`src/rtl/udp_line_tx.sv`:
```
module udp_line_tx #(
  parameter int LINE_BYTES    = 1024,
  parameter int FIFO_DEPTH    = 256,
  parameter int HDR_RAM_BYTES = 64
) (
  input  logic                             clk,
  input  logic                             rst_n,
  input  logic                             cfg_we,
  input  logic [$clog2(HDR_RAM_BYTES)-1:0] cfg_addr,
  input  logic [7:0]                       cfg_wdata,
  input  logic                             pix_valid,
  input  logic [7:0]                       pix_data,
  output logic                             pix_ready,
  input  logic                             tx_ready,
  output logic                             tx_valid,
  output logic [7:0]                       tx_data,
  output logic                             tx_last
);

  localparam int HDR_BYTES  = 42;
  localparam int CSUM_FIRST = 40;
  localparam int AW         = $clog2(HDR_RAM_BYTES);
  localparam int FAW        = $clog2(FIFO_DEPTH);
  localparam int LW         = $clog2(LINE_BYTES + 1);
  localparam int START_FILL = (LINE_BYTES < HDR_BYTES) ? LINE_BYTES : HDR_BYTES;

  localparam logic [AW-1:0] HDR_LAST  = AW'(HDR_BYTES - 1);
  localparam logic [AW-1:0] CSUM_ADDR = AW'(CSUM_FIRST);
  localparam logic [LW-1:0] PAY_LAST  = LW'(LINE_BYTES - 1);
  localparam logic [FAW:0]  FILL_MIN  = (FAW+1)'(START_FILL);
  localparam logic [FAW:0]  FILL_MAX  = (FAW+1)'(FIFO_DEPTH);

  typedef enum logic [1:0] {S_IDLE, S_HDR, S_PAY} tx_state_t;

  tx_state_t       st;
  logic [7:0]      hdr_ram  [HDR_RAM_BYTES];
  logic [7:0]      fifo_mem [FIFO_DEPTH];
  logic [FAW:0]    wp, rp, fill;
  logic [AW-1:0]   hidx;
  logic [LW-1:0]   pidx;
  logic            empty, full, push, pop;
  logic [7:0]      hdr_byte;

  assign fill      = wp - rp;
  assign empty     = (wp == rp);
  assign full      = (fill == FILL_MAX);
  assign pix_ready = !full;
  assign push      = pix_valid && !full;

  assign hdr_byte  = (hidx >= CSUM_ADDR) ? 8'h00 : hdr_ram[hidx];

  assign tx_valid  = (st == S_HDR) || ((st == S_PAY) && !empty);
  assign tx_data   = (st == S_HDR) ? hdr_byte : fifo_mem[rp[FAW-1:0]];
  assign tx_last   = (st == S_PAY) && !empty && (pidx == PAY_LAST);
  assign pop       = (st == S_PAY) && !empty && tx_ready;

  always_ff @(posedge clk) begin
    if (cfg_we && st == S_IDLE) hdr_ram[cfg_addr] <= cfg_wdata;
  end

  always_ff @(posedge clk) begin
    if (push) fifo_mem[wp[FAW-1:0]] <= pix_data;
  end

  always_ff @(posedge clk) begin
    if (!rst_n) begin
      st   <= S_IDLE;
      hidx <= '0;
      pidx <= '0;
      wp   <= '0;
      rp   <= '0;
    end else begin
      if (push) wp <= wp + 1'b1;
      if (pop)  rp <= rp + 1'b1;
      case (st)
        S_IDLE: begin
          if (fill >= FILL_MIN) begin
            st   <= S_HDR;
            hidx <= '0;
          end
        end
        S_HDR: begin
          if (tx_ready) begin
            if (hidx == HDR_LAST) begin
              st   <= S_PAY;
              pidx <= '0;
            end else begin
              hidx <= hidx + 1'b1;
            end
          end
        end
        S_PAY: begin
          if (pop) begin
            if (pidx == PAY_LAST) st <= S_IDLE;
            else                  pidx <= pidx + 1'b1;
          end
        end
        default: st <= S_IDLE;
      endcase
    end
  end

endmodule

```
`config.mk`:
```
export PLATFORM = sky130hd
export DESIGN_NAME = udp_line_tx
export DESIGN_NICKNAME = d
export VERILOG_FILES = /design/src/rtl/udp_line_tx.sv
export SDC_FILE = /design/constraint.sdc
export NUM_CORES = 2
export LEC_CHECK = 0
export BUFFER_PORTS_ARGS = -buffer_cell sky130_fd_sc_hd__buf_2
export CORE_ASPECT_RATIO = 1.25
export CORE_MARGIN = 5
export CORE_UTILIZATION = 60
export DETAILED_ROUTE_END_ITERATION = 16
export GPL_TIMING_DRIVEN = 0
export MAX_ROUTING_LAYER = met4
export PLACE_DENSITY = 0.81
export SLEW_MARGIN = 20
export SYNTH_ARGS = -nofsm -noshare
export SYNTH_HDL_FRONTEND = slang
export SYNTH_SLANG_ARGS = --single-unit
```
`constraint.sdc`:
```
create_clock -name clk -period 4.37 [get_ports clk]
set_input_delay 1.311 -clock clk [delete_from_list [all_inputs] [get_ports clk]]
set_output_delay 1.311 -clock clk [all_outputs]
set_load 0.02 [all_outputs]
```
==> results_dict.tcl <==
set metrics [dict create \
    portBuffers 33 \
    rsz0062_at_grt "true" \
    ys_types 70 \
    io_pins 38 \
    synth_mux_area_share_pct 15.4 \
    syn_nets 4931 \
    h-tree-depth 4 \
    post-synth-top-count-cell "edfxtp_1" \
    critical-path-slowest-cell "a211oi_4" \
    fp.dieW_um 379 \
    use_met2_pct 55.4 \
    die_area_mm2 0.178 \
    setup_violations 17 \
    p_leak_nw 35.4 \
    reg2reg_from "wp[0]" \
    core_area_mm2 0.169 \
    cts_max_path_buffers 3 \
    cts_tree "yes" \
    via_per_inst 7.36 \
    final_core_util_pct 69.2 \
    final_max_slew_viol_count 0 \
    synth.cell_area_mm2 0.102 \
    firstDrtPassIters 9 \
    synthToLayoutAreaGrowth_pct 15.0 \
    grt_pass1_vias 56219 \
    cp_max_fo 11 \
    ys_seq_area_share_pct 76.4 \
    hold_class "reg2reg" \
    power_density_mw_per_mm2 423 \
    grt_max_degree 150 \
    grt_pass1_wl_um 439000 \
    synthSimpleGateAreaFrac_pct 3.30 \
    crit_path_cell_trace "buf_12 -> buf_8 -> buf_12 -> buf_12 -> buf_12 -> mux4_2 -> a211oi_4 -> a32o_2 -> nand2_1 -> nand4_1 -> o211ai_1 -> buf_4" \
    reg2reg_depth 15 \
    hpwlAfterDp_um 200000 \
    core.rowCount 169 \
    yosys-top-cells-count "2560 x edfxtp_1, 587 x mux4_2, 376 x nor2_1" \
    hold_viol_final 0 \
    cp.buffers_inverters 6 \
    crit_end "tx_data[2]" \
    drt_iter0_markers 10922 \
    cts_made_buffers 225 \
    initial_core_util_pct 60.2 \
    post_drt_wl_per_cell_um 41.9 \
    synth_compound_area_share_pct 2.78 \
    use_met1_pct 42.1 \
    maxCapViolations 0 \
    synth.top_cells.by_area "edfxtp_1 75%, mux4_2 13%, mux2i_1 2.2%" \
    yosysTopAreaCell "edfxtp_1" \
    drtAntennaViolNets 0 \
    die_h_um 471 \
    arrival_ns 4.44 \
    setup_tns_ns -10.15 \
    power_mw 49.6 \
    cp_num_cells 12 \
    routed_wirelength_um 324000 \
    async_flop_share_pct 0 \
    period_share_pct 132 \
    finalClockSkew_ns 0.0775 \
    synth_seq_cells 2611 \
    cp_common_cell "buf_12" \
    yosysTopAreaCellShare_pct 75.4 \
    critPathMaxStageDelay_ns 0.47 \
    synth_fa_ha_area_share_pct 0.228 \
    synth_top_family_by_area "multiplexers" \
    n_fill_cell 9412 \
    busiest_layer "met2" \
    worstSetupEndpointType "output port" \
    fin_nets 5342 \
    worst_slack_ns -1.38 \
    worst-endpoint-required_ns 3.06 \
    track_usage_pct 37.2 \
    gp_congestion 1.03 \
    drc 0 \
    critPathTopFamily "buffers and inverters" \
    regToRegSetupSlack_ns -0.05 \
    slew_headroom_pct 18.8 \
    final_layout_size_suffix_gt1_share_pct 28.5 \
    clkSinkCount 2611 \
    start_kind "register" \
    violations "setup timing" \
    grt_use_met3_pct 12.4 \
    tightest_slew_ns 1.22 \
    cts_root_buf "clkbuf_16" \
    avgSynthCellArea_um2 20.9 \
    synth_cells 4886 \
    synth_edf_count 2560 \
    crit_type "reg2out" \
    fmax_ghz 0.174 \
    fin_crit_ns 5.75 \
    grt_overflow 0 \
    synthXorXnorAreaFrac_pct 0.172 \
    peakVddDrop_v 0.000445 \
    worstReg2RegEnd "fifo_mem[128][3]" \
    synth_ff_type "edfxtp_1" \
    vias 56874 \
    yosysWarnings 0 \
    antenna_found_initial 21 \
    path_clk_slew_ns 0.06 \
    hold_buffers 0 \
    status "finished with violations" \
    insertion_delay_ns 0.90 \
]
metrics by stage:
stage	cells	instance area, um^2	hold WS, ns	setup slack [ns]
floorplan	4886	102000	0.454	0.596
global placement	7142	105000	0.468	-2.14
detailed placement	7158	105000	0.492	-2.10
CTS	7646	116000	0.525	-1.15
global route	7729	117000	0.546	-1.27
finish	7732	117000	0.525	-1.38
where the power goes:
part | internal, mW | switching, mW | total, mW
logic | 0.322 | 0.852 | 1.17
clock network | 11.4 | 9.43 | 20.9
registers | 27.5 | 0.0170 | 27.5
final cells by class:
| cell class | count | area (um^2) | share of cell area [%] |
|---|---|---|---|
| Tap cell | 2223 | 2780 | 2.37 |
| Clock inverter | 153 | 1760 | 1.50 |
| Buffer | 271 | 3170 | 2.70 |
| Timing Repair Buffer | 187 | 2100 | 1.79 |
| Clock buffer | 264 | 5860 | 5.00 |
| Inverter | 17 | 66.3 | 0.0566 |
| Antenna cell | 22 | 55.1 | 0.0470 |
| Sequential cell | 2611 | 77900 | 66.5 |
| Multi-Input combinational cell | 1984 | 23500 | 20.1 |
worst min-delay path by stage:
stage | start | end | slack (ns) | depth (start not counted)
floorplan | wp[8] | wp[8] | 0.45 | 2
global placement | wp[8] | wp[8] | 0.47 | 2
global route | hidx[5] | hidx[5] | 0.55 | 1
CTS | wp[1] | wp[1] | 0.52 | 2
detailed placement | wp[8] | wp[8] | 0.49 | 2
finish | pidx[3] | pidx[3] | 0.52 | 2
cells by family after synthesis:
group | after synthesis
AO/OA/AOI/OAI | 408
XOR/XNOR | 20
adder cells (fa/ha/maj) | 18
buffers and inverters | 291
flip-flops | 2611
multiplexers | 826
AND/OR/NAND/NOR | 712
metal layers:
layer / wire length (um) / part of all wire [%]
met5: 0 / 0
met4: 33300 / 10
met3: 45900 / 14
met2: 150000 / 46
met1: 94800 / 29
timing repair:
action,CTS,global route
gates resized for setup,609,116
cloned,4,0
pin swaps,51,51
endpoints found under the setup margin,99,11
buffers inserted,67,67
flip-flops by register name, indices dropped and copies added (netlist names), named ones only:
register / cells
hidx: 6
st: 2
wp: 9
fifo_mem: 2048
hdr_ram: 512
rp: 9
pidx: 11
cells in the final DEF, fill, tap and decap left out, types with 16 or more instances in the layout:
master	Yosys	final
a211oi_1	40	17
a211oi_2	0	19
a21oi_1	41	29
a22o_1	24	22
a22oi_1	108	79
a22oi_2	0	29
and2_1	16	16
buf_12	2	50
buf_16	0	48
buf_2	62	22
buf_4	39	146
buf_6	43	45
buf_8	3	33
bufinv_16	0	30
clkbuf_1	107	71
clkbuf_16	0	229
clkbuf_2	0	32
clkbuf_4	0	25
clkinv_1	0	49
clkinv_2	0	42
dfxtp_1	51	40
diode_2	0	22
edfxtp_1	2560	2560
mux2i_1	220	200
mux4_2	587	587
nand2_1	86	80
nand3_1	46	42
nand4_1	26	26
nor2_1	376	366
nor2b_1	26	23
nor3_1	40	33
o21ai_0	49	35
o22ai_1	65	60
worst register-to-register path, cell delays in order, from the launching register on:
cell and delay [ns]:
dfxtp_2 0.36, inv_4 0.04, ha_4 0.17, fa_2 0.36, nor2b_2 0.15, o21a_1 0.17
buf_4 0.12, o21bai_1 0.07, a21oi_1 0.17, nand4b_1 0.18, buf_4 0.13, buf_4 0.11
o31a_2 0.21, nand3_1 0.42, buf_4 0.43, nor2_1 0.95
No activity file was read; power rests on OpenSTA's default activity.
